==> src/rtl/hz_pkg.sv <==
package hz_pkg;
  typedef enum logic [1:0] {
    PROD_NONE = 2'd0,
    PROD_ALU  = 2'd1,
    PROD_LOAD = 2'd2
  } prod_kind_e;

  function automatic prod_kind_e classify_prod(input logic reg_write, input logic mem_read);
    if (!reg_write)    return PROD_NONE;
    else if (mem_read) return PROD_LOAD;
    else               return PROD_ALU;
  endfunction

  function automatic logic branch_taken(input logic is_ne, input logic cmp_eq);
    return is_ne ? !cmp_eq : cmp_eq;
  endfunction
endpackage

==> src/rtl/hz_src_match.sv <==
module hz_src_match #(
  parameter int REG_W = 5,
  parameter int NSRC  = 2
) (
  input  logic [NSRC-1:0][REG_W-1:0] src_i,
  input  logic [NSRC-1:0]            used_i,
  input  logic [REG_W-1:0]           dst_i,
  output logic                       hit_o
);
  logic [NSRC-1:0] hit_vec;

  for (genvar g = 0; g < NSRC; g++) begin : g_src
    // register 0 is hard-wired, never a dependency
    assign hit_vec[g] = used_i[g] && (src_i[g] != '0) && (src_i[g] == dst_i);
  end

  assign hit_o = |hit_vec;
endmodule

==> src/rtl/hz_stall_seq.sv <==
module hz_stall_seq #(
  parameter int EXTRA = 1
) (
  input  logic clk_i,
  input  logic rst_ni,
  input  logic arm_i,
  output logic hold_o
);
  if (EXTRA > 0) begin : g_cnt
    localparam int CNT_W = $clog2(EXTRA + 1);
    logic [CNT_W-1:0] cnt_q;

    always_ff @(posedge clk_i or negedge rst_ni) begin
      if (!rst_ni)           cnt_q <= '0;
      else if (cnt_q != '0)  cnt_q <= cnt_q - 1'b1;
      else if (arm_i)        cnt_q <= CNT_W'(EXTRA);
    end

    assign hold_o = (cnt_q != '0);
  end else begin : g_none
    assign hold_o = 1'b0;
  end
endmodule

==> src/rtl/hz_stall_unit.sv <==
module hz_stall_unit
  import hz_pkg::*;
#(
  parameter int REG_W          = 5,
  parameter int LOAD_BR_STALLS = 2
) (
  input  logic             clk_i,
  input  logic             rst_ni,
  input  logic [REG_W-1:0] id_rs_i,
  input  logic [REG_W-1:0] id_rt_i,
  input  logic             id_rs_used_i,
  input  logic             id_rt_used_i,
  input  logic             id_branch_i,
  input  logic             id_branch_ne_i,
  input  logic             id_cmp_eq_i,
  input  logic             ex_mem_read_i,
  input  logic             ex_reg_write_i,
  input  logic [REG_W-1:0] ex_dst_i,
  output logic             pc_write_o,
  output logic             ifid_write_o,
  output logic             ctrl_zero_o,
  output logic             if_flush_o
);
  localparam int EXTRA = (LOAD_BR_STALLS > 1) ? LOAD_BR_STALLS - 1 : 0;

  prod_kind_e prod;
  logic       dep, hold_w, ld_use, alu_br, ld_br, stall;

  assign prod = classify_prod(ex_reg_write_i, ex_mem_read_i);

  hz_src_match #(.REG_W(REG_W), .NSRC(2)) u_match (
    .src_i  ({id_rt_i, id_rs_i}),
    .used_i ({id_rt_used_i, id_rs_used_i}),
    .dst_i  (ex_dst_i),
    .hit_o  (dep)
  );

  assign ld_use = dep && (prod == PROD_LOAD);
  assign alu_br = dep && id_branch_i && (prod == PROD_ALU);
  assign ld_br  = ld_use && id_branch_i;

  // fields seen while holding are stale; the counter alone drives those cycles
  hz_stall_seq #(.EXTRA(EXTRA)) u_seq (
    .clk_i  (clk_i),
    .rst_ni (rst_ni),
    .arm_i  (ld_br && !hold_w),
    .hold_o (hold_w)
  );

  assign stall        = hold_w || ld_use || alu_br;
  assign pc_write_o   = !stall;
  assign ifid_write_o = !stall;
  assign ctrl_zero_o  = stall;
  assign if_flush_o   = !stall && id_branch_i && branch_taken(id_branch_ne_i, id_cmp_eq_i);
endmodule

==> config.mk <==
export PLATFORM = sky130hd
export DESIGN_NAME = hz_stall_unit
export DESIGN_NICKNAME = d
export VERILOG_FILES = /design/src/rtl/hz_pkg.sv /design/src/rtl/hz_src_match.sv /design/src/rtl/hz_stall_seq.sv /design/src/rtl/hz_stall_unit.sv
export SDC_FILE = /design/constraint.sdc
export NUM_CORES = 1
export LEC_CHECK = 0
export ABC_AREA = 1
export ABC_CLOCK_PERIOD_IN_PS = 1700
export BUFFER_PORTS_ARGS = -buffer_cell sky130_fd_sc_hd__buf_2
export CAP_MARGIN = 20
export CORE_AREA = 2 2 39 41
export DETAILED_ROUTE_END_ITERATION = 6
export DIE_AREA = 0 0 41 43
export GPL_ROUTABILITY_DRIVEN = 1
export PLACE_DENSITY = 0.64
export REMOVE_ABC_BUFFERS = 1
export SLEW_MARGIN = 20
export SYNTH_ARGS = -nofsm -noshare
export SYNTH_HDL_FRONTEND = slang
export SYNTH_SLANG_ARGS = --single-unit
==> constraint.sdc <==
create_clock -name clk_i -period 1.7 [get_ports clk_i]
set_input_delay 0 -clock clk_i [delete_from_list [all_inputs] [get_ports clk_i]]
set_output_delay 0 -clock clk_i [all_outputs]
set_load 0.02 [all_outputs]
==> metrics, run 1 <==
layout cells sized above 1 33.7%; Die Span X 41 um; nets@finish 118; largest net degree at the start of global routing 5; number of global-route vias before repair 352; Cells after Synth 65; Async SR Flop Fraction 100%; Critical Path RT roughly 1.7 ns; io pins 28; Yosys Warn Count 0; fin. max-slew vios 0; Yosys cell types 16; worst skew pair latency 0 ns; Yosys top cell area share approximately 32%; Via-to-Cell Ratio 4.08; HP Class in2reg; P_leak approximately 0.31 nW; Synth Area in Compound Gates 11.5%; Worst Tran Pin Value 0.146 ns; RSZ-0062 raised after global routing false; most used cell, CP nand2_1; utilization after layout about 33%; max incr delay on CP 0.15 ns; Clock transition at path regs 0 ns; global-route usage over all layers 8.70%; CP max-delay cell buf_2; largest family of logic cells by synthesized area simple AND/OR/NAND/NOR gates; GR Overflow Total 0; crit-path cells buf_2 -> a21boi_1 -> nand2_1 -> nor2_1 -> nand3_1 -> nand2_1 -> nand2_1 -> nand2_2 -> inv_2 -> buf_2; xor/xnor share of the synthesized area 5.76%; DR iter-0 viols 3; Synth top cells by count nand2_1 (26), inv_1 (14), nor2_1 (7); CTS resizes 0; Seq/Total Area, Yosys 8.23%; count leader, synth nand2_1; Synth Register Bits 1; status finished clean; Antenna Violating Nets Remaining 0; WL/cell 6.91 um; vias 441; max_cap viols 0; Initial Utilization 22.0%; post-synthesis adder-cell area fraction 0%; # hold bufs at CTS 1; port buffer count 27; crit path max fanout 4; Setup Crit Path Kind in2out; Mapped Area 304 sq um; Main synth FF type dfrtp_1; min cycle time layout 0.926 ns; PnR worst setup slack 0.774 ns; Mean Syn Cell Area 4.68 sq um; Cell Pwr Density 239 nW/um^2; worst setup path startpoint ex_dst_i[0]; CP delay by family, top simple AND/OR/NAND/NOR gates; DP Wirelength between 700 and 800 um; Post-synth EDFFs 0; final period utilization 54.5%; main area contributors after synthesis nand2_1 (32%), inv_1 (17%), nor2_1 (8.6%); Yosys top cell by area nand2_1; setup TNS 0 ns; floorplan row count 14; Setup WS pre-CTS between 0.7 and 0.8 ns; die area 1760 sq um; CP arrival 0.93 ns; RR Startpoint u_seq.hold_o; Final Hold Viols 0; Initial DRT Pass Iterations 4; Synth Area in Simple Gates 52.3%; final wirelength 746 um; max FFs per register 1; WHS about 0.27 ns; VDD IR-drop max 0.0000603 V; post-synthesis mux area share 0%; min-delay src ex_reg_write_i; post-CTS setup buffers 0; antenna cells 0; startpoint types input pin; Clock Skews 0 ns; antenna violations before repair 0; first-pass GRT wire length about 1200 um; Die Height 43 um; Overall Power 0.000110 W; Slew HR 90.2%; Final setup viols 0; Layout area overhead 51.9%; Worst setup EP type output port; Fmax achieved ~1.1 GHz; Buf+Inv Stages, Crit Path 3; total core area ~1400 sq um; global placement routability congestion 0.700; DRC 0
==> per-layer routing <==
layer	global-route usage, %	part of all wire, %	wire (um)	up-vias
li1	-	-	-	245
met1	9.84	41	306	177
met2	17.2	48	357	19
met3	0.524	11	83	0
met4	0	0	0	0
met5	0	0	0	-
==> area by class of cell <==
| cell class | instances | area [sq um] |
|---|---|---|
| tap | 16 | 20.0 |
| inverter | 16 | 60.1 |
| multi-input combinational | 47 | 211 |
| fill | 167 | 922 |
| timing repair buffer | 28 | 145 |
| sequential | 1 | 25.0 |
==> worst reg2reg max path, stage by stage (launching register included) <==
cell	delay, ns
dfrtp_1	0.34
inv_1	0.08
nand4_1	0.08
a21oi_1	0.12
==> cell usage in the layout (no fill, tap or decap), drive strengths merged <==
master        n
nand3         2
nor2          8
buf          27
xor2          2
o21ai         3
a21boi        1
dlygate4sd3   1
o21a          1
dfrtp         1
nand2        27
nand4         2
a21oi         1
inv          16
==> worst paths after layout <==
check | endpoint | slack (ns) | cells after the start
min reg2reg | u_seq.hold_o | 0.52 | 3
max | ifid_write_o | 0.77 | 10
min | u_seq.hold_o | 0.27 | 3
max reg2reg | u_seq.hold_o | 1.00 | 3
max in group asynchronous | u_seq.hold_o | 1.30 | 2
min in group asynchronous | u_seq.hold_o | 0.31 | 2
==> where the power goes <==
group          switching [W]  internal [W]
Sequential      0.0000000424     0.0000244
Clock                      0             0
Combinational      0.0000445     0.0000413
==> logic make-up after synthesis <==
logic type	count (synthesis)
simple gates	39
xor+xnor	2
compound gates	6
flops	1
buf+inv	17
==> metrics by stage <==
stage          cells  area (sq um)
2_1_floorplan     64           297
3_3_place_gp     107           452
3_5_place_dp     107           452
4_1_cts          108           462
5_1_grt          108           462
6_report         108           462
Power figures use the tool's default switching activity.
==> inputs of run 2 (changes only) <==
ABC_CLOCK_PERIOD_IN_PS = 900   (was 1700)
clock period = 0.9 ns   (was 1.7 ns; I/O delays follow)
==> metrics, run 2 (same netlist as run 1, synthesis figures left out) <==
largest net degree at the start of global routing 5; Clock transition at path regs 0 ns; status finished clean; Initial Utilization 22.0%; Antenna Violating Nets Remaining 0; vias 455; Die Span X between 40 and 50 um; io pins 28; crit-path cells buf_6 -> nor2_2 -> nand3_1 -> nand2_1 -> nand2_1 -> nand3_2 -> nand2_1 -> nand2_1 -> nand2_2 -> nor2_4 -> buf_6; Worst Tran Pin Value 0.138 ns; global placement routability congestion 0.735; area post-placement around 450 sq um; Final setup viols 0; HP Class in2reg; Clock Skews 0 ns; total core area between 1000 and 1500 sq um; RSZ-0062 raised after global routing true; die area 1760 sq um; DR iter-0 viols 2; Design Area, Final 607 sq um; fin. max-slew vios 0; Via-to-Cell Ratio 4.17; port buffer count 27; worst skew pair latency 0 ns; placed cell count 107; P_leak 0.350 nW; final wirelength between 800 and 900 um; first-pass GRT wire length 1310 um; Die Height approximately 43 um; Setup Crit Path Kind in2out; layout cells sized above 1 49.5%; min cycle time layout 0.897 ns; max FFs per register 1; floorplan row count 14; antenna cells 0; GR Overflow Total 0; Final Hold Viols 0; max incr delay on CP 0.12 ns; global-route usage over all layers 9.80%; most frequent cells in the layout nand2_1 (25), buf_2 (12), buf_6 (11), inv_2 (9), inv_1 (7); commonest non-fill, non-tap cell in the layout nand2_1; WL/cell between 7 and 8 um; setup TNS 0 ns; CP arrival 0.90 ns; CP max-delay cell nor2_4; Fmax achieved 1.11 GHz; fin cells around 110; DP Wirelength 688 um; max_cap viols 0; Cell Pwr Density 457 nW/um^2; final period utilization 99.7%; startpoint types input pin; Slew HR 90.7%; Critical Path RT around 0.90 ns; Overall Power 0.000278 W; crit path max fanout 3; VDD IR-drop max roughly 0.00013 V; antenna violations before repair 0; DRC 0; Layout fillers 159; number of global-route vias before repair around 370; Layout area overhead 99.6%; Worst setup EP type output port; nets@finish roughly 120; Initial DRT Pass Iterations 4; most used cell, CP nand2_1
## run 2: worst paths after layout
check                               start           end  slack, ns  cells after the start
setup reg to reg             u_seq.hold_o  u_seq.hold_o       0.21                      3
setup / recovery               id_rs_i[3]    if_flush_o      0.003                     11
hold / removal             ex_reg_write_i  u_seq.hold_o       0.27                      3
hold reg to reg              u_seq.hold_o  u_seq.hold_o       0.51                      3
max in group asynchronous          rst_ni  u_seq.hold_o       0.49                      2
min in group asynchronous          rst_ni  u_seq.hold_o       0.32                      2
## run 2: report_power, final
group | internal (W) | switching (W)
clock network | 0 | 0
logic | 0.000129 | 0.000102
registers | 0.0000461 | 0.0000000640
total | 0.000175 | 0.000102
## run 2: area by class of cell
cell class / instances / area [sq um] / share of cell area, %
multi-input cells: 47 / 248 / 40.8
well taps: 16 / 20.0 / 3.30
repair buffers: 29 / 254 / 41.9
inverters: 16 / 60.1 / 9.90
flip-flops and latches: 1 / 25.0 / 4.12
## run 2: worst max-delay path, delay by kind of cell
kind                   cells  cell delay [ns]
and+or+nand+nor            9             0.68
buffers and inverters      2             0.22
## run 2: what timing repair did
item | in CTS | in global routing
setup endpoints to repair | 4 | 4
gates resized for setup | 14 | 28
hold endpoints to repair | 1 | 0
hold buffers | 1 | 0
pin swaps | 7 | 22
buffers inserted | 0 | 1
## run 2: per-stage QoR
step	utilization, %	worst slack, ns	hold WS, ns
detailed placement	32.6	-0.0375	-0.224
CTS	36.5	-0.00613	0.277
global route	43.9	-0.106	0.301
global placement	32.6	-0.000852	-0.224
floorplan	-	0.133	-0.296
finish	43.9	0.00312	0.271
## run 2: metal layers
layer	GRT usage (%)	share of wire, %
met1	11.7	35
met2	18.8	54
met3	0.524	10
met4	0	0
met5	0	0
